==> src/rtl/ialu_pkg.sv <==
package ialu_pkg;
    typedef enum logic [3:0] {
        OP_ADD  = 4'd0,  OP_ADDU = 4'd1,  OP_SUB  = 4'd2,  OP_SUBU = 4'd3,
        OP_AND  = 4'd4,  OP_OR   = 4'd5,  OP_XOR  = 4'd6,  OP_NOR  = 4'd7,
        OP_SLL  = 4'd8,  OP_SRL  = 4'd9,  OP_SRA  = 4'd10, OP_SLLV = 4'd11,
        OP_SRLV = 4'd12, OP_SRAV = 4'd13, OP_SLT  = 4'd14, OP_SLTU = 4'd15
    } alu_op_e;

    function automatic logic is_bitwise(alu_op_e op);
        return (op == OP_AND) || (op == OP_OR) || (op == OP_XOR) || (op == OP_NOR);
    endfunction
endpackage

==> src/rtl/ialu_operand.sv <==
module ialu_operand #(
    parameter int W     = 32,
    parameter int IMM_W = 16
) (
    input  logic [W-1:0]     reg_b_i,
    input  logic [IMM_W-1:0] imm_i,
    input  logic             imm_sel_i,
    input  logic             zero_ext_i,
    output logic [W-1:0]     opnd_o
);
    localparam int PAD = W - IMM_W;

    logic fill;
    logic [W-1:0] ext;

    always_comb begin
        fill   = zero_ext_i ? 1'b0 : imm_i[IMM_W-1];
        ext    = {{PAD{fill}}, imm_i};
        opnd_o = imm_sel_i ? ext : reg_b_i;
    end
endmodule

==> src/rtl/ialu_arith.sv <==
module ialu_arith #(
    parameter int W = 32
) (
    input  logic [W-1:0] a_i,
    input  logic [W-1:0] b_i,
    input  logic         sub_i,
    output logic [W-1:0] sum_o,
    output logic         ovf_o,
    output logic         lt_s_o,
    output logic         lt_u_o
);
    logic [W-1:0] bx;
    logic         cout;

    always_comb begin
        bx           = sub_i ? ~b_i : b_i;
        {cout, sum_o} = {1'b0, a_i} + {1'b0, bx} + {{W{1'b0}}, sub_i};
        ovf_o        = (a_i[W-1] == bx[W-1]) && (sum_o[W-1] != a_i[W-1]);
        lt_s_o       = sum_o[W-1] ^ ovf_o;
        lt_u_o       = ~cout;
    end
endmodule

==> src/rtl/ialu_shifter.sv <==
module ialu_shifter #(
    parameter int W    = 32,
    parameter int SH_W = $clog2(W)
) (
    input  logic [W-1:0]    data_i,
    input  logic [SH_W-1:0] amt_i,
    input  logic            left_i,
    input  logic            arith_i,
    output logic [W-1:0]    data_o
);
    logic                  fill;
    logic [W-1:0]          din;
    logic [SH_W:0][W-1:0]  stg;

    assign fill   = arith_i & ~left_i & data_i[W-1];
    assign stg[0] = din;

    for (genvar i = 0; i < W; i++) begin : g_rev
        assign din[i]    = left_i ? data_i[W-1-i] : data_i[i];
        assign data_o[i] = left_i ? stg[SH_W][W-1-i] : stg[SH_W][i];
    end

    for (genvar s = 0; s < SH_W; s++) begin : g_stage
        localparam int D = 1 << s;
        assign stg[s+1] = amt_i[s] ? {{D{fill}}, stg[s][W-1:D]} : stg[s];
    end
endmodule

==> src/rtl/ialu_exec.sv <==
module ialu_exec
    import ialu_pkg::*;
#(
    parameter int W     = 32,
    parameter int IMM_W = 16,
    parameter int SH_W  = $clog2(W)
) (
    input  logic             clk_i,
    input  logic             rst_ni,
    input  logic             vld_i,
    input  logic [3:0]       op_i,
    input  logic [W-1:0]     src_a_i,
    input  logic [W-1:0]     src_b_i,
    input  logic [IMM_W-1:0] imm_i,
    input  logic             imm_sel_i,
    input  logic [SH_W-1:0]  shamt_i,
    output logic             vld_o,
    output logic [W-1:0]     res_o,
    output logic             ovf_o,
    output logic             wr_en_o
);
    typedef struct packed {
        logic         vld;
        logic [W-1:0] res;
        logic         ovf;
    } stage_t;

    stage_t st_d, st_q;
    alu_op_e op;

    logic [W-1:0]    opnd_b;
    logic [W-1:0]    sum;
    logic            ar_ovf, lt_s, lt_u, do_sub;
    logic [W-1:0]    sh_out;
    logic [SH_W-1:0] sh_amt;
    logic            sh_left, sh_arith;

    assign op = alu_op_e'(op_i);

    ialu_operand #(.W(W), .IMM_W(IMM_W)) u_opnd (
        .reg_b_i   (src_b_i),
        .imm_i     (imm_i),
        .imm_sel_i (imm_sel_i),
        .zero_ext_i(is_bitwise(op)),
        .opnd_o    (opnd_b)
    );

    always_comb begin
        do_sub   = (op == OP_SUB) || (op == OP_SUBU) || (op == OP_SLT) || (op == OP_SLTU);
        sh_left  = (op == OP_SLL) || (op == OP_SLLV);
        sh_arith = (op == OP_SRA) || (op == OP_SRAV);
        sh_amt   = ((op == OP_SLLV) || (op == OP_SRLV) || (op == OP_SRAV))
                   ? opnd_b[SH_W-1:0] : shamt_i;
    end

    ialu_arith #(.W(W)) u_arith (
        .a_i   (src_a_i),
        .b_i   (opnd_b),
        .sub_i (do_sub),
        .sum_o (sum),
        .ovf_o (ar_ovf),
        .lt_s_o(lt_s),
        .lt_u_o(lt_u)
    );

    ialu_shifter #(.W(W), .SH_W(SH_W)) u_shift (
        .data_i (src_a_i),
        .amt_i  (sh_amt),
        .left_i (sh_left),
        .arith_i(sh_arith),
        .data_o (sh_out)
    );

    always_comb begin
        logic [W-1:0] r;
        unique case (op)
            OP_ADD, OP_ADDU, OP_SUB, OP_SUBU: r = sum;
            OP_AND:  r = src_a_i & opnd_b;
            OP_OR:   r = src_a_i | opnd_b;
            OP_XOR:  r = src_a_i ^ opnd_b;
            OP_NOR:  r = ~(src_a_i | opnd_b);
            OP_SLT:  r = {{(W-1){1'b0}}, lt_s};
            OP_SLTU: r = {{(W-1){1'b0}}, lt_u};
            default: r = sh_out;
        endcase
        st_d     = st_q;
        st_d.vld = vld_i;
        st_d.ovf = vld_i && ar_ovf && ((op == OP_ADD) || (op == OP_SUB));
        if (vld_i) begin
            st_d.res = r;
        end
    end

    always_ff @(posedge clk_i) begin
        if (!rst_ni) begin
            st_q <= '0;
        end else begin
            st_q <= st_d;
        end
    end

    assign vld_o   = st_q.vld;
    assign res_o   = st_q.res;
    assign ovf_o   = st_q.ovf;
    assign wr_en_o = st_q.vld & ~st_q.ovf;
endmodule

==> config.mk <==
export PLATFORM = sky130hd
export DESIGN_NAME = ialu_exec
export DESIGN_NICKNAME = d
export VERILOG_FILES = /design/src/rtl/ialu_pkg.sv /design/src/rtl/ialu_operand.sv /design/src/rtl/ialu_arith.sv /design/src/rtl/ialu_shifter.sv /design/src/rtl/ialu_exec.sv
export SDC_FILE = /design/constraint.sdc
export NUM_CORES = 1
export LEC_CHECK = 0
export ABC_AREA = 1
export BUFFER_PORTS_ARGS = -buffer_cell sky130_fd_sc_hd__buf_4
export CORE_MARGIN = 2
export CORE_UTILIZATION = 45
export CTS_CLUSTER_SIZE = 30
export DETAILED_ROUTE_END_ITERATION = 16
export HOLD_SLACK_MARGIN = 0.06
export PLACE_DENSITY = 0.73
export SYNTH_ARGS = -nofsm -noshare
export SYNTH_HDL_FRONTEND = slang
export SYNTH_SLANG_ARGS = --single-unit
==> constraint.sdc <==
create_clock -name clk_i -period 3.5 [get_ports clk_i]
set_clock_uncertainty 0.05 [all_clocks]
set_input_delay 0.35 -clock clk_i [delete_from_list [all_inputs] [get_ports clk_i]]
set_output_delay 0.35 -clock clk_i [all_outputs]
set_load 0.005 [all_outputs]
; ---- Word level (Yosys, flattened, before mapping)
; Cells that the tools add are included.
[classes]
addsub = 2
eq_ne = 16
n_mux = 74
bitwise = 12
reduce_logical = 16
[op_table]
columns = cell, count
row1 = 2-to-1 mux 32 bit, 7
row2 = one-hot mux 32 bit (7 select lines), 1
row3 = 2-to-1 mux 1 bit, 65
row4 = NOT 32 bit, 2
row5 = adder 32 x 32 -> 33 bit, 1
row6 = adder 33 x 1 -> 33 bit, 1
row7 = AND 32 bit, 1
row8 = bitwise OR 32 bit, 1
row9 = bitwise XOR 32 bit, 1
row10 = "equality test 4 bit, second input constant", 7
row11 = "equality test 4 x 3 -> 1 bit, second input constant", 4
row12 = logical OR 1 bit, 11
row13 = "equality test 4 x 2 -> 1 bit, second input constant", 2
row14 = 2-to-1 mux 5 bit, 1
row15 = "equality test 4 x 1 -> 1 bit, second input constant", 1
row16 = zero test 4 bit, 1
row17 = OR reduction 4 bit, 1
row18 = AND 1 bit, 3
row19 = logical AND 1 bit, 3
row20 = NOT 1 bit, 3
row21 = equality test 1 bit, 1
row22 = != test 1 bit, 1
row23 = bitwise XOR 1 bit, 1
[totals]
ff_bits = 34
input_bits = 93
out_inout_bits = 35

; ---- Logic depth before layout (Yosys ltp)
; Gate-level depths: netlist of the first run.
[logic_depth]
depth_word = 14
mapped_depth = 24
ltp_nobuf = 24

; ---- Modules after synthesis
; From an unflattened synthesis of the first run, not the netlist that was laid out.
[hier_totals]
cells_unflattened = 1774
hier_area_um2 = 9694.3
[by_module_without_submodules]
columns = mod, n_inst, cells_each, area_each_um2, seq_area_each_um2
row1 = ialu_exec, 1, 710, 4161.5, 680.7
row2 = ialu_shifter, 1, 557, 2740.1, 0.0
row3 = ialu_arith, 1, 418, 2417.3, 0.0
row4 = ialu_operand, 1, 89, 375.4, 0.0

; ---- Worst setup path after synthesis of the first run
; Ideal clock, no wire load.
[synth_timing]
kind = input to register
from = in op_i[3]
to = reg st_q (netlist bit res_o[0])
setup_ps = 109
arrival_time_ps = 3039
required_time_ps = 3341
setup_slack_ps = 303
cell_stages = 19
path_cell_list = inv_1 -> nand2_1 -> nand3_1 -> buf_1 -> xor2_1 -> ha_1 -> nand2_1 -> o21ai_0 -> a21oi_1 -> o21ai_0 -> nand2_1 -> nand2_1 -> nand3_1 -> nand3_1 -> nand2_1 -> a21oi_1 -> nand3_1 -> nand2_1 -> inv_1
[synth_via]
elab_chain_cells = 14
[synth_lines]
columns = item, line_no
row1 = "start, declared", ialu_exec.sv:11  ; input logic [3:0] op_i,
row2 = equality test 4 x 3 -> 1 bit, "ialu_pkg.sv:10, ialu_exec.sv:76"
row3 = logical OR 1 bit (3 in a row), ialu_pkg.sv:10  ; return (op == OP_AND) || (op == OP_OR) || (op == OP_XOR) || (op == OP_NOR);
row4 = 2-to-1 mux 1 bit, ialu_operand.sv:17  ; fill = zero_ext_i ? 1'b0 : imm_i[IMM_W-1];
row5 = 2-to-1 mux 32 bit, ialu_operand.sv:19  ; opnd_o = imm_sel_i ? ext : reg_b_i;
row6 = NOT 32 bit, ialu_arith.sv:16  ; bx = sub_i ? ~b_i : b_i;
row7 = 2-to-1 mux 32 bit, ialu_arith.sv:16
row8 = adder 32 x 32 -> 33 bit, ialu_arith.sv:17  ; {cout, sum_o} = {1'b0, a_i} + {1'b0, bx} + {{W{1'b0}}, sub_i};
row9 = adder 33 x 1 -> 33 bit, ialu_arith.sv:17
row10 = != test 1 bit, ialu_arith.sv:18  ; ovf_o = (a_i[W-1] == bx[W-1]) && (sum_o[W-1] != a_i[W-1]);
row11 = logical AND 1 bit, ialu_arith.sv:18
row12 = bitwise XOR 1 bit, ialu_arith.sv:19  ; lt_s_o = sum_o[W-1] ^ ovf_o;
row13 = one-hot mux 32 bit (7 select lines) (*), ialu_exec.sv:76  ; unique case (op)
row14 = "end signal, assigned", ialu_exec.sv:98  ; st_q <= st_d;
row15 = "end, declared", ialu_exec.sv:28  ; stage_t st_d, st_q;
; Every way passes the cells marked *; elsewhere a longest branch is shown, timed or not.
; A chain may end at the register's enable or synchronous reset.

; ---- Worst setup path after layout of the first run
; Same ends and word-level chain as after synthesis.

==> run summary, run 1 <==
Status: completed
Yosys reg bits: 34
Top_reg_cell synth: dfxtp_1
Drt drc: 0
Critical Path Fanout Max: 10
P_leak: 5.61 nW
Tmin final: 3.28 ns
Drt first-iter violations: 1173
# IOs: 128
Setup crit end kind: flip-flop
Most frequent cells in the layout: nand2_1 (439), nand3_1 (346), buf_4 (217)
Final setup violation count: 0
Met3 usage: 0.0563
Fmax: 305 MHz
Adder-cell share of the synthesized area: 0.142
Smallest hold slack: 0.267 ns
Mux contribution to synthesized area: 0
Chip height: 143 um
Crit Path Class: input port to flip-flop
Async SR Flop Fraction: 0
Post-synth EDFFs: 0
First-pass GRT wire length: 60800 um
Worst Max-Slew Pin Slew: 0.866 ns
Xor/xnor share of the synthesized area: 0.0342
CP arrival: 3.41 ns
Share of post-route cells with drive strength above 1: 0.163
Die width: 143 um
Placer Congestion: 1.07
Longest Clk Path Bufs: 2
Post-synthesis cell type count: 45
Antenna cells: 0
# port buffers: 127
Power density over the cells: 295 nW/um2
M2 GR Usage: 0.610
Post-synthesis simple-gate area fraction: 0.471
Hold Fails Final Rpt: 0
Fin nets: 1924
Core Util, Final: 0.564
Mapped cell area: 8710 um2
Reg2Reg Setup Slack: 2.74 ns
GR peak layer: met2
Worst hold path type: input port to flip-flop
Syn_area_per_cell: 5.50 um2
Die ar.: 20500 um2
Post-CTS Setup Repair Bufs: 0
Reg clk slew, reported paths: 0.06 ns
Antenna violations before repair: 0
Worst EP required: 3.63 ns
Core region area: 18800 um2
Cells after Synth: 1584
Maxcap violations: 0
Area Overhead vs Synth: 21.9%
Most common cell after layout, fill and taps aside: nand2_1
H-Tree Depth: 2
Row cnt: 50
Largest net degree at the start of global routing: 43
Starting Density: 0.463
HPWL after DPL: 32600 um
CTS Hold Bufs: 0
Slew headroom: 0.423
Via count: 11635
Synth Area in Compound Gates: 0.168
Worst skew pair latency: 0.28 ns
CTS tree: yes
R2r worst-path depth: 4
R2R Path Start: res_o[25]$_SDFFE_PN0P_
Crit path from: op_i[3]
DR pass1 iterations: 6
Resize count post-CTS: 0
Seq/Total Area, Yosys: 0.0781
Final Total Pwr: 3.13 mW
PnR worst setup slack: 0.221 ns
Clock root cell: clkbuf_16
Dpl cell area: 10400 um2
Wirelength per Cell: 20.0 um
Startpoint types: input port
Clock sinks: 34
Detailed Route WL: 39900 um
Post-DRT Antenna Nets: 0
RSZ-0062 raised after global routing: yes
Period Utilization, post-route: 0.937
GRT Util Overall: 0.387
Dpl ws: -0.0858 ns
Grt total ovfl: 0
Synth Warn #: 0
CP endpoint: res_o[0]$_SDFFE_PN0P_
CTS Buf Count: 5
GR Util met1: 0.514
Main combinational cell family by area after synthesis: simple AND/OR/NAND/NOR gates
Routed vias/inst: 5.84
Max VDD drop: 0.313 mV
Syn_nets: 1775
Vias in the first global route: 10872
Final instance area: 10600 um2
Pins Over Slew Limit: 0
R2R Path End: res_o[25]$_SDFFE_PN0P_
## worst min path at each step
stage,from,end,slack (ns),cells after the start
2_1_floorplan,op_i[0],ovf_o$_SDFF_PN0_,0.38,1
3_3_place_gp,res_o[22]$_SDFFE_PN0P_,res_o[22]$_SDFFE_PN0P_,0.46,2
3_5_place_dp,res_o[13]$_SDFFE_PN0P_,res_o[13]$_SDFFE_PN0P_,0.47,2
4_1_cts,op_i[0],ovf_o$_SDFF_PN0_,0.26,2
5_1_grt,op_i[0],ovf_o$_SDFF_PN0_,0.27,2
6_report,op_i[0],ovf_o$_SDFF_PN0_,0.27,2
## worst max-delay path: stages
cell and delay [ns]:
buf_4 0.10, inv_1 0.05, nand2_1 0.10, nand3_2 0.29, buf_4 0.33, xor2_1 0.18
ha_1 0.38, nand2_1 0.17, nor2_1 0.22, inv_1 0.07, o21ai_0 0.18, buf_4 0.16
nand2_1 0.05, nand2_1 0.16, nand3_1 0.11, nand3_1 0.08, nand2_1 0.06, a21oi_1 0.13
nand3_1 0.10, nand2_1 0.09, inv_1 0.04
## registers in the layout (all words and copies together), names as in the netlist
register	count
res_o	32
ovf_o	1
vld_o	1
## cell type report
cell class	count	area, um2
multi-input cells	1323	7150
clock inverters	3	40.0
well taps	260	325
fillers	2016	8210
repair buffers	223	1740
inverters	146	552
flip-flops and latches	34	681
clock buffers	5	125
## Yosys cell counts (5+ instances only)
cell type / count / area (um2)
o21ai_2: 5 / 43.8
buf_4: 10 / 75.1
dfxtp_1: 34 / 681
inv_2: 5 / 18.8
ha_1: 97 / 1210
or2_2: 14 / 87.6
o21ai_0: 104 / 521
nand2_1: 439 / 1650
a21oi_1: 71 / 355
buf_2: 20 / 100
nor3_1: 9 / 45.0
nor2_1: 108 / 405
nand2_2: 11 / 68.8
o211ai_1: 9 / 67.6
xor2_1: 30 / 263
inv_1: 139 / 522
clkbuf_1: 45 / 169
a21o_1: 5 / 37.5
nand3_1: 347 / 1740
a221oi_1: 28 / 245
o21ai_1: 8 / 40.0
## logic make-up (layout without fill, tap and decap cells)
kind of cell | count (synthesis) | after routing
adder cells (fa/ha/maj) | 98 | 98
AO/OA/AOI/OAI | 249 | 249
flip-flops | 34 | 34
buffers and inverters | 227 | 377
XOR/XNOR | 34 | 34
AND/OR/NAND/NOR | 942 | 942
## per-stage QoR
step                TNS (ns)  std cells
CTS                        0       1994
floorplan                  0       1584
global route         -0.0473       1994
global placement     -0.0730       1986
detailed placement    -0.133       1986
finish                     0       1994
## report_power, final
| part | leakage [nW] | total [mW] | switching [mW] | internal, mW |
|---|---|---|---|---|
| registers | 0.282 | 0.444 | 0.0210 | 0.423 |
| clock network | 0.0836 | 0.504 | 0.171 | 0.333 |
| logic | 5.25 | 2.18 | 1.38 | 0.798 |
## metal layers
metal | vias to the layer above | wire length (um) | part of all wire
met2 | 593 | 17200 | 0.43
met1 | 5308 | 16300 | 0.41
met5 | - | 0 | 0
met4 | 0 | 2500 | 0.063
li1 | 5635 | - | -
met3 | 99 | 3880 | 0.097
Power figures use the tool's default switching activity.
==> run 2, diff against run 1 <==
--- a/config.mk
+++ b/config.mk
@@ -8,11 +8,13 @@
 export ABC_AREA = 1
 export BUFFER_PORTS_ARGS = -buffer_cell sky130_fd_sc_hd__buf_4
 export CORE_MARGIN = 2
-export CORE_UTILIZATION = 45
+export CORE_UTILIZATION = 50
 export CTS_CLUSTER_SIZE = 30
 export DETAILED_ROUTE_END_ITERATION = 16
 export HOLD_SLACK_MARGIN = 0.06
-export PLACE_DENSITY = 0.73
+export PLACE_DENSITY = 0.79
+export SKIP_CTS_REPAIR_TIMING = 1
 export SYNTH_ARGS = -nofsm -noshare
 export SYNTH_HDL_FRONTEND = slang
+export SYNTH_HIERARCHICAL = 1
 export SYNTH_SLANG_ARGS = --single-unit
==> run summary, run 2 <==
Status: completed
Placer Congestion: 1.03
CP arrival: 3.36 ns
Routed vias/inst: 5.88
Most frequent cells in the layout: nand2_1 (563), nand3_1 (378), buf_4 (193)
Syn_nets: 1963
Most common cell in the netlist: nand2_1
Worst Max-Slew Pin Slew: 1.07 ns
Max VDD drop: 0.244 mV
Worst path bufs/invs: 3
Core region area: 18900 um2
Post-DRT Antenna Nets: 0
CP max stage delay: 0.30 ns
Top cell type's share of synthesized area: 0.218
Cells after Synth: 1774
Tmin final: 3.29 ns
Synth top cells by count: nand2_1 (563), nand3_1 (378), nor2_1 (165), inv_1 (142), ha_1 (95)
HPWL after DPL: 33200 um
Startpoint types: input port
Fin cells: 2148
R2r worst-path depth: 2
Worst-path cell chain: buf_4 > inv_2 > buf_12 > nand2_1 > nand2_1 > xor2_1 > ha_1 > a21oi_1 > o21ai_0 > a21o_2 > nand2_1 > nand2_1 > nand2_1 > nand2_1 > nand2_1 > nand2_1 > nand2_1 > nand2_1 > nor2_1 > nand2_1 > nand2_1 > a21oi_1
Setup crit end kind: flip-flop
CTS tree: yes
Post-synth EDFFs: 0
DP Cell Count: 2140
Clock sinks: 34
Syn_area_per_cell: 5.46 um2
Hold Path Depth: 3
Via count: 12626
Share of post-route cells with drive strength above 1: 0.160
Pins Over Slew Limit: 0
Slew headroom: 0.285
Adder-cell share of the synthesized area: 0.125
Area Overhead vs Synth: 16.5%
Longest Clk Path Bufs: 2
Worst hold path type: input port to flip-flop
Mapped cell area: 9690 um2
RSZ-0062 raised after global routing: no
Period Utilization, post-route: 0.941
HP Start: rst_ni
Reg clk slew, reported paths: 0.06 ns
Xor/xnor share of the synthesized area: 0.0450
Drt drc: 0
Most common cell after layout, fill and taps aside: nand2_1
Power density over the cells: 308 nW/um2
Maxcap violations: 0
Cell taking the most area after synthesis: nand2_1
Yosys reg bits: 34
Critical Path Fanout Max: 19
R2R Path End: res_o[26]$_SDFFE_PN0P_
Dpl cell area: 11100 um2
Chip height: 143 um
Hold Fails Final Rpt: 0
GR peak layer: met2
Synth Warn #: 6
Worst EP required: 3.57 ns
Slowest CP cell: ha_1
Mux contribution to synthesized area: 0
Starting Density: 0.513
Fin nets: 2076
PnR worst setup slack: 0.205 ns
Final instance area: 11300 um2
Largest net degree at the start of global routing: 84
Async SR Flop Fraction: 0
Area contributors post-synth: nand2_1 (22%), nand3_1 (20%), ha_1 (12%)
Reg2Reg Setup Slack: 2.70 ns
Antenna violations before repair: 0
H-Tree Depth: 2
Die ar.: 20500 um2
R2R Path Start: res_o[26]$_SDFFE_PN0P_
Final TNS setup: 0 ns
Synth Area in Compound Gates: 0.0733
Post-synthesis cell type count: 43
Antenna cells: 0
Max reg flops: 32
Met3 usage: 0.0557
Grt total ovfl: 0
CP top delay family: simple AND/OR/NAND/NOR gates
P_leak: 6.31 nW
Wirelength per Cell: 19.2 um
# IOs: 128
Dpl ws: -0.152 ns
Crit Path Class: input port to flip-flop
Top_reg_cell synth: dfxtp_1
GR Util met1: 0.486
CTS Buf Count: 5
Row cnt: 50
Seq/Total Area, Yosys: 0.0702
Smallest hold slack: 0.249 ns
Detailed Route WL: 41200 um
Hold path endpoint: vld_o$_SDFF_PN0_
Drt first-iter violations: 1421
Worst skew pair latency: 0.28 ns
Die width: 143 um
Vias in the first global route: 11378
Fmax: 304 MHz
DR pass1 iterations: 6
Core Util, Final: 0.598
CP most frequent cell: nand2_1
Final Total Pwr: 3.48 mW
Post-synthesis simple-gate area fraction: 0.569
First-pass GRT wire length: 62600 um
GRT Util Overall: 0.396
Clock root cell: clkbuf_16
M2 GR Usage: 0.662
Final setup violation count: 0
# port buffers: 127
Main combinational cell family by area after synthesis: simple AND/OR/NAND/NOR gates
run 2: cells by family after synthesis:
group	count (synthesis)
buffers and inverters	250
AND/OR/NAND/NOR	1216
AO/OA/AOI/OAI	129
XOR/XNOR	49
adder cells (fa/ha/maj)	96
flip-flops	34
run 2: final cells by class:
type	count	area, um2
inverter	155	582
sequential	34	681
fill	1983	7600
clock inverter	3	68.8
multi-input combinational	1490	7900
tap	260	325
clock buffer	5	125
timing repair buffer	201	1610
run 2: tightest hold or removal path: stages:
cell	delay, ns
buf_4	0.08
nand2_1	0.06
inv_1	0.05
run 2: worst max path at each step:
stage               startpoint                endpoint  slack, ns  cells after the start
detailed placement     op_i[2]  res_o[29]$_SDFFE_PN0P_      -0.15                     20
CTS                    op_i[2]  res_o[29]$_SDFFE_PN0P_       0.13                     20
global placement       op_i[2]  res_o[29]$_SDFFE_PN0P_      -0.17                     20
floorplan              op_i[2]  res_o[28]$_SDFFE_PN0P_       0.31                     24
global route           op_i[2]  res_o[28]$_SDFFE_PN0P_       0.02                     22
finish               imm_sel_i  res_o[28]$_SDFFE_PN0P_       0.21                     22
run 2: where the power goes:
part / internal [mW] / switching (mW)
sequential: 0.422 / 0.0239
clock: 0.410 / 0.185
combinational: 0.871 / 1.57
total: 1.70 / 1.78
run 2: layer usage:
metal	part of all wire	up-vias
met4	0.069	0
met3	0.11	154
met5	0	-
li1	-	5993
met1	0.37	5730
met2	0.46	749
